File: src/rtl/stat_pkg.sv
package stat_pkg;
  localparam int STAT_W = 8;
  localparam int BIT_OPDONE = 0;
  localparam int BIT_REQCTL = 1;
  localparam int BIT_PWRON = 7;
  localparam int BIT_EN_TIED = 6;
  localparam logic [STAT_W-1:0] OPDONE_MASK = STAT_W'(1) << BIT_OPDONE;
  localparam logic [STAT_W-1:0] EVT_ZERO_MASK = STAT_W'(1) << BIT_REQCTL;
  localparam logic [STAT_W-1:0] EVT_RST_VAL = STAT_W'(1) << BIT_PWRON;
  localparam logic [STAT_W-1:0] EN_ZERO_MASK = STAT_W'(1) << BIT_EN_TIED;
endpackage

File: src/rtl/stat_opdone.sv
module stat_opdone (
  input  logic clk,
  input  logic rst,
  input  logic op_req,
  input  logic ops_busy,
  output logic done
);
  logic pend_q;
  logic want;

  assign want = pend_q | op_req;
  assign done = want & ~ops_busy;

  always_ff @(posedge clk) begin
    if (rst) pend_q <= 1'b0;
    else     pend_q <= want & ops_busy;
  end

  // a held request drains as soon as the busy flag drops
  assert_pend_drains_R4: assert property (@(posedge clk) disable iff (rst)
    (pend_q && !ops_busy) |=> !pend_q);
endmodule

File: src/rtl/stat_evt_reg.sv
module stat_evt_reg #(
  parameter int W = 8,
  parameter logic [W-1:0] ZERO_MASK = '0,
  parameter logic [W-1:0] RST_VAL = '0
) (
  input  logic         clk,
  input  logic         rst,
  input  logic [W-1:0] set_in,
  input  logic         rd,
  input  logic         clr,
  output logic [W-1:0] rdata
);
  localparam logic [W-1:0] RST_EFF = RST_VAL & ~ZERO_MASK;

  logic [W-1:0] q;
  logic [W-1:0] set_eff;
  logic         wipe;

  assign set_eff = set_in & ~ZERO_MASK;
  assign wipe = rd | clr;

  for (genvar i = 0; i < W; i++) begin : g_bit
    always_ff @(posedge clk) begin
      if (rst)             q[i] <= RST_EFF[i];
      else if (set_eff[i]) q[i] <= 1'b1;
      else if (wipe)       q[i] <= 1'b0;
    end
  end

  always_ff @(posedge clk) begin
    if (rst)     rdata <= '0;
    else if (rd) rdata <= q;
  end

  assert_sticky_R2: assert property (@(posedge clk) disable iff (rst)
    !wipe |=> ((q & $past(q)) == $past(q)));
  assert_wipe_R5: assert property (@(posedge clk) disable iff (rst)
    (wipe && set_eff == '0) |=> (q == '0));
  assert_new_wins_R7: assert property (@(posedge clk) disable iff (rst)
    (set_eff != '0) |=> ((q & $past(set_eff)) == $past(set_eff)));
  assert_rdata_R5: assert property (@(posedge clk) disable iff (rst)
    rd |=> (rdata == $past(q)));
  assert_clr_keeps_R6: assert property (@(posedge clk) disable iff (rst)
    (clr && !rd) |=> $stable(rdata));
endmodule

File: src/rtl/stat_srq.sv
module stat_srq #(
  parameter int W = 8,
  parameter logic [W-1:0] EN_ZERO = '0
) (
  input  logic         clk,
  input  logic         rst,
  input  logic         en_wr,
  input  logic [W-1:0] en_wdata,
  input  logic [W-1:0] stb_in,
  output logic [W-1:0] en_q,
  output logic         srq
);
  logic [W-1:0] qual;
  logic [W-1:0] qual_q;
  logic [W-1:0] rise;

  assign qual = stb_in & en_q;

  always_ff @(posedge clk) begin
    if (rst)        en_q <= '0;
    else if (en_wr) en_q <= en_wdata & ~EN_ZERO;
  end

  for (genvar i = 0; i < W; i++) begin : g_edge
    always_ff @(posedge clk) begin
      if (rst) qual_q[i] <= 1'b0;
      else     qual_q[i] <= qual[i];
    end
    assign rise[i] = qual[i] & ~qual_q[i];
  end

  always_ff @(posedge clk) begin
    if (rst) srq <= 1'b0;
    else     srq <= |rise;
  end

  assert_en_write_R8: assert property (@(posedge clk) disable iff (rst)
    en_wr |=> (en_q == ($past(en_wdata) & ~EN_ZERO)));
  assert_srq_cause_R9: assert property (@(posedge clk) disable iff (rst)
    srq |-> $past(|(stb_in & en_q)));
  assert_srq_once_R10: assert property (@(posedge clk) disable iff (rst)
    ($stable(stb_in) && $stable(en_q)) |=> !srq);
endmodule

File: src/rtl/instr_status_srq.sv
module instr_status_srq
  import stat_pkg::*;
(
  input  logic              clk,
  input  logic              rst,
  input  logic [STAT_W-1:0] ev_in,
  input  logic              op_req,
  input  logic              ops_busy,
  input  logic              evt_rd,
  input  logic              clr_stat,
  output logic [STAT_W-1:0] evt_rdata,
  input  logic              en_wr,
  input  logic [STAT_W-1:0] en_wdata,
  output logic [STAT_W-1:0] en_rdata,
  input  logic [STAT_W-1:0] stb_in,
  output logic              srq
);
  logic              op_done;
  logic [STAT_W-1:0] set_vec;

  stat_opdone u_opdone (
    .clk(clk), .rst(rst), .op_req(op_req), .ops_busy(ops_busy), .done(op_done)
  );

  assign set_vec = (ev_in & ~OPDONE_MASK) | (op_done ? OPDONE_MASK : '0);

  stat_evt_reg #(.W(STAT_W), .ZERO_MASK(EVT_ZERO_MASK), .RST_VAL(EVT_RST_VAL)) u_evt (
    .clk(clk), .rst(rst), .set_in(set_vec), .rd(evt_rd), .clr(clr_stat), .rdata(evt_rdata)
  );

  stat_srq #(.W(STAT_W), .EN_ZERO(EN_ZERO_MASK)) u_srq (
    .clk(clk), .rst(rst), .en_wr(en_wr), .en_wdata(en_wdata), .stb_in(stb_in),
    .en_q(en_rdata), .srq(srq)
  );

  assert_tied_bits_R3: assert property (@(posedge clk) disable iff (rst)
    (evt_rdata[BIT_REQCTL] == 1'b0) && (en_rdata[BIT_EN_TIED] == 1'b0));
endmodule

File: config.mk
export PLATFORM = sky130hd
export DESIGN_NAME = instr_status_srq
export DESIGN_NICKNAME = d
export VERILOG_FILES = /design/src/rtl/stat_pkg.sv /design/src/rtl/stat_opdone.sv /design/src/rtl/stat_evt_reg.sv /design/src/rtl/stat_srq.sv /design/src/rtl/instr_status_srq.sv
export SDC_FILE = /design/constraint.sdc
export NUM_CORES = 1
export LEC_CHECK = 0
export BUFFER_PORTS_ARGS = -buffer_cell sky130_fd_sc_hd__buf_2
export CORE_MARGIN = 3
export CORE_UTILIZATION = 43
export CTS_BUF_LIST = sky130_fd_sc_hd__clkbuf_8
export DETAILED_ROUTE_END_ITERATION = 16
export PLACE_DENSITY_LB_ADDON = 0.12
export SLEW_MARGIN = 30
export SYNTH_ARGS = -nofsm -noshare
export SYNTH_HDL_FRONTEND = slang
export SYNTH_SLANG_ARGS = --single-unit
File: constraint.sdc
create_clock -name clk -period 0.8 [get_ports clk]
set_input_delay 0.12 -clock clk [delete_from_list [all_inputs] [get_ports clk]]
set_output_delay 0.12 -clock clk [all_outputs]
set_load 0.005 [all_outputs]
==> results of run 1 <==
-- path summary, 6_finish.rpt --
| check | start | end | slack, ps | depth (start not counted) |
|---|---|---|---|---|
| setup / recovery | u_srq.en_q[5] | en_rdata[5] | -120 | 2 |
| hold reg to reg | u_srq.en_q[2] | u_srq.qual_q[2] | 470 | 2 |
| hold / removal | ev_in[7] | u_evt.q[7] | 40 | 2 |
| setup reg to reg | u_srq.en_q[4] | u_srq.en_q[4] | -70 | 4 |
-- state kept, by name, summed over array words and instances (netlist names) --
register,count
u_srq.en_q,7
u_evt.q,7
u_srq.qual_q,7
u_evt.rdata,7
u_srq.srq,1
u_opdone.pend_q,1
-- what timing repair did --
| item | in CTS | in global routing |
|---|---|---|
| hold endpoints to repair | 0 | 0 |
| pin swaps | 2 | 4 |
| setup endpoints to repair | 17 | 19 |
| gates resized for setup | 24 | 6 |
| setup buffers | 3 | 2 |
-- worst reg2reg max path: cells and delay by family, from the launching register on --
family	cells	cell delay [ps]
buffers and inverters	2	230
and+or+nand+nor	1	50
muxes	1	160
DFF	1	320
-- stage by stage --
stage	setup WS [ps]	hold slack (ps)	utilization (%)	std cells	total power [mW]
2_1_floorplan	-1.20	214	-	105	1.81
3_3_place_gp	-10.6	311	60.0	177	1.97
3_5_place_dp	-50.4	318	60.0	177	1.98
4_1_cts	-131	40.2	67.8	186	3.16
5_1_grt	-154	55.8	69.5	188	3.31
6_report	-123	44.0	69.5	188	3.15
-- where the power goes --
part,leakage (nW),switching [mW],internal [mW]
Sequential,0.252,0.0378,1.58
Clock,0.0431,0.457,0.660
Combinational,0.467,0.171,0.244
-- cells by family (layout without fill, tap and decap cells) --
logic type             Yosys count  count (layout)  share of synthesized area (%)
AOI/OAI and AO/OA               10              10                           6.20
other                            1               2                          0.357
DFF                             30              30                           57.2
muxes                           14              14                           13.3
buffers and inverters            7              62                           4.41
and+or+nand+nor                 42              42                           18.5
-- layout make-up --
type	instances	area share [%]
tap	28	2.23
sequential	30	39.5
multi-input combinational	68	26.7
clock buffer	6	5.27
timing repair buffer	56	26.3
-- Yosys cell counts (all sizes together) --
cell type	n
mux2i	14
conb	1
a211o	1
a31oi	1
dfxtp	30
nor3b	1
a21oi	6
buf	7
nand3b	3
or2	2
o2111a	1
nor2	28
nand2	8
o22a	1
-- metal layers --
layer  part of all wire [%]  vias to the layer above  GRT usage (%)  wire length, microns
met4                   0.91                        0           5.56                    21
met3                    5.4                        5           6.07                   125
met1                     40                      405           17.1                   926
met5                      0                        -              0                     0
li1                       -                      450              -                     -
met2                     53                       25           28.4                  1240
==> results.cfg, run 1 <==
[floorplan]
dieWidth_microns = 55.4
start_util_pct = 46.6
row_count = 17
dieArea_sq_um = 3070
coreArea_sq_um = 2250
io_pins = 48
die_y_microns = 55.4

[finish]
n_antenna_cell = 0
layout.cells.most_common_list = buf_2 (34), nor2_1 (26), dfxtp_1 (15), dfxtp_2 (15)
fin_nets = 192
final_area_sq_um = 1570
multi_input_area_sq_um = 418
nFillCells = 191
area_growth_pct = 49.3
layout_commonest_cell = buf_2
ff_latch_area_sq_um = 619
drive_above_1_share_pct = 51.2

[grt]
grt_usage_pct = 16.0
grt_max_degree = 16
grt-ovfl-total = 0
antenna_found_initial = 0
grt_pass1_vias = 953
grt_pass1_wl_mm = 3.94

[sta]
timing.setup.tns_ps = -905
final_max_slew_viol_count = 0
fmax_mhz = 1080
layout_min_cycle_time_ps = 923
hold_viol = 0
fin_crit_sh_pct = 115
rsz0062_at_grt = true
finalSetupViolCount = 18
fin_ws_ps = -123
clock_skew_ps = 2.69

[route]
dr_total_vias = 885
drt-initial-drc-count = 17
drc = 0
wl_per_cell_microns = 12.3
first_pass_iters = 4
postRouteAntennaNets = 0
vias_per_cell = 4.71
drt-total-wl_mm = 2.31

[synth]
yosysTopAreaCell = dfxtp_1
synth_top_area_share_pct = 57.2
synthTopCellsByArea = dfxtp_1 (57%), mux2i_1 (13%), nor2_1 (9.7%)
synth_area_per_cell_sq_um = 10.1
synth_seq_area_share_pct = 57.2
synth_warnings = 0
syn_inst = 104
ys_ff_latch = 30
syn-cell-area_sq_um = 1050
yosysUniqueCellTypes = 17

[cts]
insertion_delay_ps = 260
clk_path_buf_depth = 2
htreeDepth = 2
cts_num_sinks = 30
clkTransAtPathRegs_ps = 60
cts_buffers = 5
root_buffer = clkbuf_8
cts_hold_buf = 0
cts_tree = built

[critical_path]
cp_cell_sequence = buf_6 > buf_6
cp-end-kind = output port
critPathLaunchType = flop
cp_num_buf_inv = 2
cpMostUsedCell = buf_6
crit_slowest_cell = dfxtp_2
crit_type = reg2out
cp_max_fo = 2
cpPeakStageDelay_ps = 320
cp_top_family = flip-flops
cp_data_required_time_ps = 680
cp.arrival_ps = 800

[flow_run]
maxCapViolations = 0

[pwr]
peakVddDrop_mv = 1.53
pwr_density_cell_nw_per_um2 = 2010
p_leak_nw = 0.763

[placed_design]
portBuffers = 41
dpl_cell_area_sq_um = 1350
dp_hpwl_mm = 1.63
gp_congestion = 0.694

[status]
status = complete, but fails checks
violations = setup timing

[min_path]
hp-class = in2reg
Note: power is estimated with default switching activity, not from simulation.
==> run 2, diff against run 1 <==
Settings changed: REMOVE_ABC_BUFFERS set to 1.
==> results.cfg, run 2 (synthesis gave the netlist of run 1 again) <==
[sta]
hold_viol = 0
timing.setup.tns_ps = -895
fmax_mhz = 1080
fin_crit_sh_pct = 116
rsz0062_at_grt = true
layout_min_cycle_time_ps = 930
fin_ws_ps = -130
final_max_slew_viol_count = 0
clock_skew_ps = 3.38
finalSetupViolCount = 17

[critical_path]
crit_type = reg2out
reg2reg_slack_ps = -40
cp.arrival_ps = 810
critPathLaunchType = flop
cp_max_fo = 2
cp_data_required_time_ps = 680
cp-end-kind = output port
r2r_start = u_srq.en_q[2]
r2r_end = u_srq.srq
worst_r2r_path_depth = 3

[pwr]
p_leak_nw = 0.756
pwr_density_cell_nw_per_um2 = 2060
peakVddDrop_mv = 1.83

[cts]
cts_tree = built
root_buffer = clkbuf_8
cts_hold_buf = 0
htreeDepth = 2
insertion_delay_ps = 270
clk_path_buf_depth = 2
clkTransAtPathRegs_ps = 60
cts_num_sinks = 30
cts_buffers = 5

[finish]
layout.cells.most_common_list = buf_2 (34), nor2_1 (27), dfxtp_2 (16)
multi_input_area_sq_um = 415
layout_commonest_cell = buf_2
utilization_pct = 68.5
drive_above_1_share_pct = 50.6
ff_latch_area_sq_um = 621
n_antenna_cell = 0
fin_nets = 190
nFillCells = 187
area_growth_pct = 47.1

[placed_design]
dp_hpwl_mm = 1.71
gp_congestion = 0.677
portBuffers = 41
pre_cts_ws_ps = -47.8

[route]
first_pass_iters = 4
postRouteAntennaNets = 0
wl_per_cell_microns = 11.8
drt-total-wl_mm = 2.21
vias_per_cell = 4.66
drc = 0
drt-initial-drc-count = 17
dr_total_vias = 877

[floorplan]
dieArea_sq_um = 3070
coreArea_sq_um = 2250
die_y_microns = 55.4
io_pins = 48
row_count = 17
dieWidth_microns = 55.4
start_util_pct = 46.6

[grt]
grt_pass1_vias = 863
antenna_found_initial = 0
grt_max_degree = 13
grt_usage_pct = 15.7
grt_pass1_wl_mm = 3.79
grt-ovfl-total = 0

[status]
status = complete, but fails checks
violations = setup timing

[min_path]
min-delay-start = ev_in[7]
holdPathEnd = u_evt.q[7]
hp-class = in2reg
whs_path_depth = 2

[flow_run]
maxCapViolations = 0
==> run 2: cell count changes in the layout (fill, tap and decap cells not counted), sizes merged <==
cell    before  now
clkinv       0    1
inv          0    1
buf         56   54
==> run 2: through the flow <==
stage / total power [mW] / instances / instance area (sq um) / hold slack (ps)
after floorplan: 1.75 / 98 / 1010 / 189
after CTS: 3.21 / 188 / 1530 / 32.3
after global routing: 3.36 / 188 / 1540 / 36.1
final: 3.18 / 188 / 1540 / 34.8
after global placement: 1.96 / 177 / 1340 / 312
after detailed placement: 1.97 / 177 / 1340 / 315
==> run 2: where the power goes <==
group / switching [mW] / total, mW / internal, mW / leakage [nW]
Clock: 0.500 / 1.18 / 0.679 / 0.0524
Combinational: 0.160 / 0.388 / 0.228 / 0.451
Sequential: 0.0380 / 1.62 / 1.58 / 0.253
Total: 0.698 / 3.18 / 2.49 / 0.756
==> run 2: how the worst max path moves through the flow <==
stage	from	end	slack (ps)	cells after the start
global placement	u_srq.en_q[5]	u_srq.srq	-30	3
floorplan	u_srq.en_q[4]	u_srq.srq	-40	3
CTS	u_srq.en_q[0]	en_rdata[0]	-130	2
finish	u_srq.en_q[2]	en_rdata[2]	-130	2
global route	u_srq.en_q[0]	en_rdata[0]	-170	2
detailed placement	u_srq.en_q[5]	u_srq.srq	-50	3
==> run 2: timing repair <==
action | 4_1_cts | 5_1_grt
endpoints found under the setup margin | 17 | 18
resized for setup | 27 | 5
pin swaps | 3 | 1
setup buffers | 3 | 0
==> run 2: cell type report <==
| cell class | count | share of cell area [%] |
|---|---|---|
| Sequential cell | 30 | 40.2 |
| Tap cell | 28 | 2.27 |
| Timing Repair Buffer | 54 | 24.7 |
| Clock inverter | 2 | 0.567 |
| Multi-Input combinational cell | 68 | 26.9 |
| Clock buffer | 6 | 5.35 |
==> run 2: metal layers <==
layer | routed length, microns | global-route usage [%] | vias up | share of wire (%)
met5 | 0 | 0 | - | 0
met4 | 10 | 6.25 | 0 | 0.45
met3 | 155 | 7.01 | 2 | 7.0
met2 | 1140 | 26.2 | 28 | 52
met1 | 903 | 17.2 | 401 | 41
li1 | - | - | 446 | -
==> run 2: critical path, stage by stage, from the launching register on <==
cell     delay [ps]
dfxtp_2         330
buf_6           110
buf_6           100
==> run 3, diff against run 2 <==
Settings changed: RECOVER_POWER set to 25.
==> results.cfg, run 3 (synthesis gave the netlist of run 1 again) <==
[critical_path]
cp-end-kind = output port
cp_top_family = flip-flops
crit_cells = 2
cpMostUsedCell = buf_6
cpPeakStageDelay_ps = 330
worst_r2r_path_depth = 3
crit_type = reg2out
cp.arrival_ps = 810
cp_data_required_time_ps = 680
crit_slowest_cell = dfxtp_2
cp_cell_sequence = buf_6 > buf_6
cp_max_fo = 2
cp_num_buf_inv = 2
critPathLaunchType = flop

[cts]
insertion_delay_ps = 270
htreeDepth = 2
cts_buffers = 5
clkTransAtPathRegs_ps = 60
clk_path_buf_depth = 2
cts_num_sinks = 30
cts_tree = built
cts_hold_buf = 0
root_buffer = clkbuf_8

[sta]
rsz0062_at_grt = true
fmax_mhz = 1080
layout_min_cycle_time_ps = 930
finalSetupViolCount = 17
final_max_slew_viol_count = 0
clock_skew_ps = 3.38
fin_crit_sh_pct = 116
fin_ws_ps = -130
hold_viol = 0
fin_hold_ws_ps = 34.8

[grt]
grt_pass1_vias = 863
grt-ovfl-total = 0
grt_max_degree = 13
antenna_found_initial = 0
grt_usage_pct = 15.7
grt_pass1_wl_mm = 3.79

[route]
vias_per_cell = 4.66
wl_per_cell_microns = 11.8
drt-initial-drc-count = 17
postRouteAntennaNets = 0
drt-total-wl_mm = 2.21
drc = 0
first_pass_iters = 4
dr_total_vias = 877

[finish]
ff_latch_area_sq_um = 617
layout_commonest_cell = buf_2
nFillCells = 189
n_antenna_cell = 0
layout.cells.most_common_list = buf_2 (34), nor2_1 (27), dfxtp_1 (17)
area_growth_pct = 46.7
final_area_sq_um = 1540
drive_above_1_share_pct = 48.8
multi_input_area_sq_um = 415
fin_nets = 190
finalNonFillerCells = 188
utilization_pct = 68.3

[min_path]
whs_path_depth = 2
hp-class = in2reg

[floorplan]
start_util_pct = 46.6
dieArea_sq_um = 3070
coreArea_sq_um = 2250
io_pins = 48
dieWidth_microns = 55.4
die_y_microns = 55.4
row_count = 17

[status]
status = complete, but fails checks
violations = setup timing

[placed_design]
gp_congestion = 0.677
portBuffers = 41
placedCellCount = 177
dpl_cell_area_sq_um = 1340
dp_hpwl_mm = 1.71

[pwr]
power_mw = 3.18
p_leak_nw = 0.755
pwr_density_cell_nw_per_um2 = 2070
peakVddDrop_mv = 1.83

[flow_run]
maxCapViolations = 0
-- run 3: final timing paths --
kind,startpoint,end,slack [ps]
hold / removal,ev_in[7],u_evt.q[7],30
hold reg to reg,u_evt.q[7],u_evt.q[7],470
setup reg to reg,u_srq.en_q[4],u_srq.srq,-60
setup / recovery,u_srq.en_q[2],en_rdata[2],-130
-- run 3: per-layer routing --
metal  global-route usage (%)  vias up  wire, microns
li1                         -      446              -
met3                     7.01        2            155
met4                     6.25        0             10
met5                        0        -              0
met1                     17.2      401            903
met2                     26.2       28           1140
-- run 3: final cells by class --
class	count	share of cell area (%)
sequential	30	40.0
clock buffer	6	5.36
tap	28	2.27
multi-input combinational	68	27.0
timing repair buffer	54	24.8
clock inverter	2	0.569
-- run 3: metrics by stage --
step	TNS, ps	setup slack (ps)
floorplan	-39.7	-39.7
global placement	-26.6	-26.6
detailed placement	-104	-47.8
CTS	-1030	-130
global route	-1610	-167
finish	-938	-130
-- run 3: report_power, final --
part	total (mW)	internal (mW)	switching [mW]	leakage, nW
Clock	1.18	0.679	0.500	0.0524
Combinational	0.388	0.228	0.160	0.451
Sequential	1.62	1.58	0.0380	0.252
-- run 3: what timing repair did --
action                     in CTS  in global routing
pin swaps                       3                  1
buffers inserted                3                  0
setup endpoints to repair      17                 18
resized for setup              27                  5
